## src/rtl/pld_cell_pkg.sv

```systemverilog
package pld_cell_pkg;

  typedef enum logic [2:0] {
    MODE_REG_OUT,
    MODE_IO_REGDEV,
    MODE_IO_COMB,
    MODE_COMB_OUT,
    MODE_DED_IN,
    MODE_UNUSED
  } cell_mode_e;

  typedef enum logic [1:0] {
    FB_REG,
    FB_PIN,
    FB_ADJ,
    FB_ZERO
  } fb_src_e;

  // Map the global/local bits onto a personality.
  function automatic cell_mode_e decode_mode(input logic g0, input logic g1, input logic l0);
    cell_mode_e m;
    case ({g0, g1, l0})
      3'b010:  m = MODE_REG_OUT;
      3'b011:  m = MODE_IO_REGDEV;
      3'b111:  m = MODE_IO_COMB;
      3'b100:  m = MODE_COMB_OUT;
      3'b101:  m = MODE_DED_IN;
      default: m = MODE_UNUSED;
    endcase
    return m;
  endfunction

  // XOR stage: active_high=1 keeps the sum, 0 inverts it.
  function automatic logic apply_polarity(input logic sum, input logic active_high);
    return sum ^ ~active_high;
  endfunction

endpackage

```

## src/rtl/pld_term_router.sv

```systemverilog
module pld_term_router #(
  parameter int NUM_TERMS = 8
) (
  input  logic [NUM_TERMS-1:0] pterm,
  input  logic                 split_oe,
  output logic                 or_sum,
  output logic                 oe_term
);
  localparam int LAST = NUM_TERMS - 1;

  logic sum_all;
  logic sum_less_one;

  assign sum_all      = |pterm;
  assign sum_less_one = |pterm[LAST-1:0];
  assign or_sum       = split_oe ? sum_less_one : sum_all;
  assign oe_term      = pterm[LAST];
endmodule

```

## src/rtl/pld_cell_reg.sv

```systemverilog
module pld_cell_reg (
  input  logic clk,
  input  logic rst,
  input  logic d,
  output logic q
);
  always_ff @(posedge clk) begin
    if (rst) q <= 1'b0;
    else     q <= d;
  end
endmodule

```

## src/rtl/pld_cell_select.sv

```systemverilog
module pld_cell_select
  import pld_cell_pkg::*;
#(
  parameter bit END_CELL = 1'b0
) (
  input  cell_mode_e mode,
  input  logic       g0,
  input  logic       g1,
  input  logic       l0,
  input  logic       q_val,
  input  logic       pol_val,
  input  logic       oe_term,
  input  logic       oe_n,
  input  logic       pin_in,
  input  logic       adj_in,
  output logic       drive_out,
  output logic       drive_en,
  output logic       fb_out,
  output fb_src_e    fb_src
);
  logic fb_sel_hi;

  generate
    if (END_CELL) begin : g_end
      assign fb_sel_hi = ~g0;
    end else begin : g_mid
      assign fb_sel_hi = g1;
    end
  endgenerate

  always_comb begin
    if (mode == MODE_UNUSED) fb_src = FB_ZERO;
    else if (fb_sel_hi)      fb_src = l0 ? FB_PIN : FB_REG;
    else                     fb_src = FB_ADJ;
  end

  always_comb begin
    case (fb_src)
      FB_REG:  fb_out = q_val;
      FB_PIN:  fb_out = pin_in;
      FB_ADJ:  fb_out = adj_in;
      default: fb_out = 1'b0;
    endcase
  end

  always_comb begin
    case (mode)
      MODE_REG_OUT:                 drive_en = ~oe_n;
      MODE_IO_REGDEV, MODE_IO_COMB: drive_en = oe_term;
      MODE_COMB_OUT:                drive_en = 1'b1;
      default:                      drive_en = 1'b0;
    endcase
  end

  assign drive_out = (mode == MODE_REG_OUT) ? q_val : pol_val;
endmodule

```

## src/rtl/pld_out_cell.sv

```systemverilog
module pld_out_cell
  import pld_cell_pkg::*;
#(
  parameter int NUM_TERMS = 8,
  parameter bit END_CELL  = 1'b0
) (
  input  logic                 clk,
  input  logic                 rst,
  input  logic [NUM_TERMS-1:0] pterm,
  input  logic                 oe_n,
  input  logic                 pin_in,
  input  logic                 adj_in,
  input  logic                 cfg_g0,
  input  logic                 cfg_g1,
  input  logic                 cfg_l0,
  input  logic                 cfg_l1,
  output logic                 drive_out,
  output logic                 drive_en,
  output logic                 fb_out
);
  cell_mode_e mode;
  fb_src_e    fb_src;
  logic       split_oe;
  logic       or_sum;
  logic       oe_term;
  logic       pol_val;
  logic       q_val;

  assign mode     = decode_mode(cfg_g0, cfg_g1, cfg_l0);
  assign split_oe = cfg_g1 & cfg_l0;

  pld_term_router #(.NUM_TERMS(NUM_TERMS)) router_i (
    .pterm    (pterm),
    .split_oe (split_oe),
    .or_sum   (or_sum),
    .oe_term  (oe_term)
  );

  assign pol_val = apply_polarity(or_sum, cfg_l1);

  pld_cell_reg reg_i (
    .clk (clk),
    .rst (rst),
    .d   (pol_val),
    .q   (q_val)
  );

  pld_cell_select #(.END_CELL(END_CELL)) sel_i (
    .mode      (mode),
    .g0        (cfg_g0),
    .g1        (cfg_g1),
    .l0        (cfg_l0),
    .q_val     (q_val),
    .pol_val   (pol_val),
    .oe_term   (oe_term),
    .oe_n      (oe_n),
    .pin_in    (pin_in),
    .adj_in    (adj_in),
    .drive_out (drive_out),
    .drive_en  (drive_en),
    .fb_out    (fb_out),
    .fb_src    (fb_src)
  );
endmodule

```

## config.mk

```make
export PLATFORM = sky130hd
export DESIGN_NAME = pld_out_cell
export DESIGN_NICKNAME = d
export VERILOG_FILES = /design/src/rtl/pld_cell_pkg.sv /design/src/rtl/pld_term_router.sv /design/src/rtl/pld_cell_reg.sv /design/src/rtl/pld_cell_select.sv /design/src/rtl/pld_out_cell.sv
export SDC_FILE = /design/constraint.sdc
export NUM_CORES = 1
export LEC_CHECK = 0
export ABC_CLOCK_PERIOD_IN_PS = 3000
export BUFFER_PORTS_ARGS = -buffer_cell sky130_fd_sc_hd__buf_4
export CAP_MARGIN = 20
export CORE_AREA = 2 2 39 41
export CTS_CLUSTER_DIAMETER = 50
export DETAILED_ROUTE_END_ITERATION = 12
export DIE_AREA = 0 0 41 43
export MAX_ROUTING_LAYER = met4
export SETUP_SLACK_MARGIN = 0.5
export SKIP_LAST_GASP = 1
export SYNTH_ARGS = -nofsm -noshare
export SYNTH_HDL_FRONTEND = slang
export SYNTH_SLANG_ARGS = --single-unit
```

## constraint.sdc

```tcl
create_clock -name clk -period 3 [get_ports clk]
set_input_delay 0.3 -clock clk [delete_from_list [all_inputs] [get_ports clk]]
set_output_delay 0.3 -clock clk [all_outputs]
set_load 0.005 [all_outputs]
```

==> results of run 1 <==
through the flow:
stage / total power, uW / instances / worst slack [ns] / util / hold slack (ns)
after floorplan: 24.3 / 18 / 1.20 / - / 0.369
after global placement: 47.6 / 53 / 0.945 / 0.218 / 0.459
after detailed placement: 47.8 / 53 / 0.960 / 0.218 / 0.456
after CTS: 47.9 / 53 / 0.952 / 0.218 / 0.456
after global routing: 50.6 / 53 / 0.895 / 0.218 / 0.457
final: 47.4 / 53 / 0.950 / 0.218 / 0.455
logic make-up after synthesis:
group	synth area share
AND/OR/NAND/NOR	0.396
AO/OA/AOI/OAI	0.432
buffers and inverters	0.0270
flip-flops	0.144
layout make-up:
| type | instances | share of cell area |
|---|---|---|
| Inverter | 1 | 0.0124 |
| Sequential cell | 1 | 0.0664 |
| Multi-Input combinational cell | 16 | 0.382 |
| Timing Repair Buffer | 19 | 0.473 |
| Tap cell | 16 | 0.0664 |
Yosys cell counts:
library cell	count	area [um2]
nand2_1	1	3.75
a21boi_0	1	7.51
or3_1	1	6.26
nor2_1	2	7.51
a22o_1	3	26.3
dfxtp_1	1	20.0
inv_1	1	3.75
or3b_2	1	8.76
nor2b_1	1	6.26
a21oi_1	1	5.00
or4_4	2	22.5
o31ai_1	2	15.0
a31oi_1	1	6.26
worst min path at each step:
| stage | from | to | cells after the start |
|---|---|---|---|
| after detailed placement | rst | reg_i.q | 2 |
| after global placement | rst | reg_i.q | 2 |
| final | rst | reg_i.q | 2 |
| after CTS | rst | reg_i.q | 2 |
| after global routing | rst | reg_i.q | 2 |
| after floorplan | rst | reg_i.q | 1 |
routing by layer:
layer	track usage	wire [um]	vias up
met2	0.0563	145	19
li1	-	-	112
met4	0	0	0
met1	0.0603	189	74
met5	-	0	-
met3	0	76	0
where the power goes:
group,internal [uW],switching (uW)
logic,22.6,10.1
registers,14.3,0.378
clock network,0,0
==> metrics, run 1 <==
fin crit share 0.683; multi-input logic area 115 um2; VDD IR max about 0.000062 V; CP Launch Type input pin; RSZ-0062 raised after global routing false; commonest non-fill, non-tap cell in the layout buf_4; Cells after Synth 18; layout cells sized above 1 0.595; Port Buffer Count 19; Worst path slowest cell or4_4; Final TNS setup 0 ns; Rows 14; max-capacitance violation count 0; Fmax 0.488 GHz; Reg with most FFs reg_i.q; headroom to the max-slew limit 0.811; register bit total from synthesis 1; GRT overflow 0; initial DRC count 4; final setup violation count 0; DRC 0; Worst Setup EP drive_out; CP Depth 5; initial antenna violation count 0; DR pass1 iterations 2; chip height approximately 43 um; die width between 40 and 50 um; crit path from pterm[1]; synth unique cells 13; WL final 410 um; CTS Hold Bufs 0; first-pass GRT wire length between 400 and 500 um; clk slew on worst S/H paths 0 ns; GP Congestion 0.552; WL per Instance just under 8 um; ant diodes 0; Vias/cell ~3.9; Core Region between 0.001 and 0.0015 mm2; min Tclk post-route between 2 and 2.5 ns; critical path peak fanout 2; post-CTS sizing 0; Vias a little over 200; Cell Pwr Density 157 mW/mm2; post-synthesis sequential area ratio 0.144; Routed Antenna Nets 0; nets 56; Largest register FFs 1; Min-Delay Path Class in -> reg; mapped cell area ~140 um2; vias in the first global route between 100 and 150; net count after synthesis 35; P_leak 0.000143 uW; Crit path buffers/inverters 2; commonest cells after routing, fill and taps aside buf_4, a22o_1, nor2_1, o31ai_1, or4_4; status completed; CP Cell Sequence buf_4 > or4_4 > or4_4 > a31oi_1 > buf_4; Tot GR Track Use 0.0379; cell family with most CP delay simple AND/OR/NAND/NOR gates; Syn Area/Cell around 7.7 um2; P&R area growth vs syn 117%; Worst-Margin Slew 0.281 ns; largest net degree at the start of global routing 8; Initial Util 0.100; storage element area roughly 20 um2; CP endpoint kind output pin; Slew Limit Fails 0; dpl cell area about 300 um2; top flop regs reg_i.q: 1 flops; fillers between 150 and 200; final hold violations 0; warnings from Yosys 0; I/O pin count 20; area of the die 0.00176 mm2; Final Cell Area ~300 um2; Worst path max stage delay between 0.5 and 0.6 ns; Critical Path RT about 2.7 ns; crit path kind in -> out; CP arrival 1.75 ns; number of setup buffers added after CTS 0
Power figures use the tool's default switching activity.
==> inputs of run 2 (changes only) <==
Settings changed: ABC_AREA set to 1, ABC_CLOCK_PERIOD_IN_PS 3000 to 1900.
Clock period 3 ns to 1.9 ns, I/O delays scaled along.
==> run 2 against run 1 <==
Critical path depth increased by 5. Utilization increased by 1.7 points. Synthesized area increased by 17%. Flip-flop and latch count unchanged. Synthesized cell count increased by 78%. Power increased by 62%. Cell count increased by 26%. Sequential power increased by 56%. Critical endpoint unchanged. Largest power group unchanged.
==> metrics, run 2 <==
WL final ~470 um; Worst path slowest cell buf_4; critical path peak fanout 2; layout cells sized above 1 0.431; Vias 240; register bit total from synthesis 1; mapped cell area ~160 um2; number of setup buffers added after CTS 0; Fmax 0.896 GHz; Vias/cell between 3 and 4; Top FF cell, synth dfxtp_1; VDD IR max 0.0000987 V; CP endpoint kind output pin; Area contributors post-synth nand2_1, inv_1, dfxtp_1; clk slew on worst S/H paths 0 ns; WHS between 0.3 and 0.4 ns; Crit path buffers/inverters 3; Final TNS setup 0 ns; most instantiated cells after synthesis nand2_1, inv_1, nand3_1, nor2_1, nand2_2; commonest cells after routing, fill and taps aside buf_4, nand2_1, inv_1, nand3_1, nor2_1; final hold violations 0; CP arrival between 0.9 and 1 ns; post-synth top area share 0.231; DRC 0; Port Buffer Count 19; initial DRC count 0; Syn Area/Cell 5.08 um2; commonest non-fill, non-tap cell in the layout buf_4; CTS Hold Bufs 0; headroom to the max-slew limit 0.883; final setup violation count 0; largest net degree at the start of global routing 4; top flop regs reg_i.q: 1 flops; Cells after Synth 32; die width approximately 41 um; synth unique cells 10; P&R area growth vs syn 100%; I/O pin count 20; P_leak around 0.00019 uW; Post-synth EDFFs 0; status completed; Tot GR Track Use 0.0585; chip height 43 um; Total Power roughly 77 uW; cell mode on critical path nand2_1; vias in the first global route a little over 200; fillers around 170; initial antenna violation count 0; Met3 Routed Length approximately 65 um; net count after synthesis 49; nets 70; GP Congestion between 0.5 and 0.6; Post-synth ARST share 0; DR pass1 iterations 1; cell family with most CP delay simple AND/OR/NAND/NOR gates; Reg with most FFs reg_i.q; Yosys top cell by area nand2_1; area of the die approximately 0.0018 mm2; CP Launch Type input pin; CP Cell Sequence buf_4 > nor2_1 > nand2_1 > inv_1 > nand3_1 > nand2_1 > nand2_1 > nand2_1 > nand2_1 > buf_4; warnings from Yosys 0; most common cell in the netlist nand2_1; min Tclk post-route between 1 and 1.5 ns; Worst path max stage delay roughly 0.13 ns; WL per Instance 7.04 um; Routed Antenna Nets 0; crit path kind in -> out; Initial Util 0.118; Min-Delay Path Class in -> reg; post-CTS sizing 0; DPL Wire Length around 430 um; DRT met1 WL between 200 and 250 um; Core Region approximately 0.0014 mm2; max-capacitance violation count 0; post-synthesis sequential area ratio 0.123; first-pass GRT wire length between 700 and 800 um; Cell Pwr Density approximately 240 mW/mm2; GRT overflow 0; Worst-Margin Slew roughly 0.18 ns; Critical Path RT 1.71 ns; Slew Limit Fails 0; ant diodes 0; Rows 14; Largest register FFs 1; RSZ-0062 raised after global routing false; fin crit share 0.587; Top Layer Used met3; routed length on met2 between 150 and 200 um
-- run 2: layout make-up --
class,instances,area (um2),share of cell area
flip-flops and latches,1,20.0,0.0615
multi-input cells,24,116,0.358
repair buffers,19,143,0.438
well taps,16,20.0,0.0615
inverters,7,26.3,0.0808
-- run 2: worst paths after layout --
kind,endpoint,start,depth (start not counted)
worst max-delay path,drive_out,pterm[3],10
worst min-delay path,reg_i.q,rst,2
-- run 2: layer usage --
layer | vias to the layer above | track usage
met5 | - | -
met4 | 0 | 0
met3 | 0 | 0
met2 | 13 | 0.100
met1 | 90 | 0.0796
li1 | 137 | -
-- run 2: logic make-up after synthesis --
| group | count (synthesis) | synth area share |
|---|---|---|
| simple gates | 22 | 0.631 |
| buf+inv | 7 | 0.162 |
| compound gates | 2 | 0.0846 |
| flops | 1 | 0.123 |
-- run 2: per-stage QoR --
step / instances / setup WS [ns] / utilization / instance area (um2)
after floorplan: 32 / 1.04 / - / 163
after global placement: 67 / 0.776 / 0.235 / 325
after detailed placement: 67 / 0.767 / 0.235 / 325
after CTS: 67 / 0.763 / 0.235 / 325
after global routing: 67 / 0.543 / 0.235 / 325
final: 67 / 0.784 / 0.235 / 325
-- run 2: power by group --
part	internal [uW]	leakage [uW]	switching, uW
logic	34.0	0.000183	19.8
registers	22.6	0.00000834	0.282
clock network	0	0	0
total	56.6	0.000191	20.1
==> inputs of run 3 (changes only) <==
Settings changed: ABC_CLOCK_PERIOD_IN_PS 1900 to 1100.
Clock period 1.9 ns to 1.1 ns, I/O delays scaled along.
==> run 3 against run 2 <==
Largest cell class unchanged. Die area unchanged. Via count increased by 13%. Critical path depth decreased by 2. Utilization increased by 6.2 points.
==> metrics, run 3 (synthesis gave the netlist of run 2 again) <==
status completed; multi-input logic area between 100 and 150 um2; cell mode on critical path nand2_1; Comb power frac 0.764; crit path kind in -> out; P_leak roughly 0.00022 uW; Worst-Margin Slew roughly 0.16 ns; DPL Wire Length 421 um; WL final between 500 and 600 um; Flop pwr share 0.236; fin crit share 0.856; layout cells sized above 1 0.623; Clock Power Share 0; DR pass1 iterations 2; Reg with most FFs reg_i.q; critical path peak fanout 2; I/O pin count 20; Cell Pwr Density approximately 410 mW/mm2; Placed Instances 67; max-capacitance violation count 0; min Tclk post-route 0.942 ns; Critical Path RT 0.99 ns; Fmax about 1.1 GHz; initial DRC count 2; WL per Instance ~8 um; commonest non-fill, non-tap cell in the layout buf_4; Worst path max stage delay 0.14 ns; CP Launch Type input pin; Vias/cell slightly below 4; CTS Hold Bufs 0; DRC 0; CP Cell Sequence buf_6 > nand3b_1 > nor2_1 > nand3_1 > nand2_1 > nand2_1 > nand2_1 > buf_4; CP arrival 0.83 ns; Switching Power 47.4 uW; storage element area approximately 20 um2; vias in the first global route 275; headroom to the max-slew limit 0.890; non-filler cells in the finished layout 69; final setup violation count 0; GP Congestion roughly 0.58; initial antenna violation count 0; commonest cells after routing, fill and taps aside buf_4, nand2_1, buf_6, nand3_1, nand2_2; nets 72; Min-Delay Path Class in -> reg; ant diodes 0; clk slew on worst S/H paths 0 ns; crit path from pterm[6]; DRT met1 WL about 190 um; area of the die about 0.0018 mm2; P&R area growth vs syn 153%; Top Layer Used met3; Routed Antenna Nets 0; routed length on met2 ~300 um; Largest register FFs 1; VDD IR max between 0.00015 and 0.0002 V; die width slightly above 40 um; final hold violations 0; GRT overflow 0; Met3 Routed Length roughly 66 um; RSZ-0062 raised after global routing true; Core Region about 0.0014 mm2; chip height about 43 um; CP endpoint kind output pin; Port Buffer Count 19; Worst Setup EP drive_out; Tot GR Track Use 0.0707; fillers roughly 160; largest net degree at the start of global routing 4; Worst path slowest cell nand3b_1; Slew Limit Fails 0; Initial Util 0.118; cell-internal power 120 uW; Sw Ratio 0.283; top flop regs reg_i.q: 1 flops; Final TNS setup 0 ns; Rows 14; first-pass GRT wire length roughly 900 um; Vias approximately 270
## run 3: cell count changes in the layout (fill, tap and decap cells not counted)
cell and delta:
buf_4 -7, buf_6 +8, buf_8 +1, inv_1 -4, inv_2 +2, inv_4 +2
nand2_1 -2, nand2_2 +2, nor2_1 -3, nor2_2 +1, nor2_4 +2, nor3_2 -1
nor3_4 +1
## run 3: stage by stage
step	instance area, um2	power (uW)	hold slack, ns	setup slack (ns)	util
after floorplan	163	69.0	0.179	0.411	-
after global placement	325	133	0.267	0.120	0.235
after detailed placement	325	133	0.268	0.123	0.235
after CTS	383	155	0.268	0.137	0.277
after global routing	412	179	0.278	0.0831	0.297
final	412	167	0.265	0.158	0.297
## run 3: cell type report
class,count,share of cell area
repair buffers,21,0.474
well taps,16,0.0486
inverters,7,0.0760
multi-input cells,24,0.353
flip-flops and latches,1,0.0486
## run 3: metal layers
metal | global-route usage | up-vias
met2 | 0.147 | 14
met5 | - | -
met3 | 0 | 0
met1 | 0.0698 | 116
met4 | 0 | 0
li1 | - | 141
## run 3: worst min-delay path by stage
| stage | from | end | slack, ns | cells after the start |
|---|---|---|---|---|
| 2_1_floorplan | rst | reg_i.q | 0.18 | 1 |
| 3_3_place_gp | rst | reg_i.q | 0.27 | 2 |
| 3_5_place_dp | rst | reg_i.q | 0.27 | 2 |
| 4_1_cts | rst | reg_i.q | 0.27 | 2 |
| 5_1_grt | rst | reg_i.q | 0.28 | 2 |
| 6_report | rst | reg_i.q | 0.27 | 2 |
## run 3: power groups by stage
| stage | logic (uW) | registers, uW | clock network (uW) |
|---|---|---|---|
| floorplan | 29.6 | 39.4 | 0 |
| global placement | 93.4 | 39.6 | 0 |
| detailed placement | 93.7 | 39.6 | 0 |
| CTS | 116 | 39.6 | 0 |
| global route | 140 | 39.8 | 0 |
| finish | 128 | 39.5 | 0 |
## run 3: critical path: cells and delay by family
kind          cells  cell delay [ns]
simple gates      6             0.52
buf+inv           2             0.19
## run 3: timing repair
action,in CTS,in global routing
setup endpoints to repair,4,4
buffers inserted,2,0
pin swaps,12,11
resized for setup,14,10
endpoints found under the hold margin,0,0
gates cloned,0,0
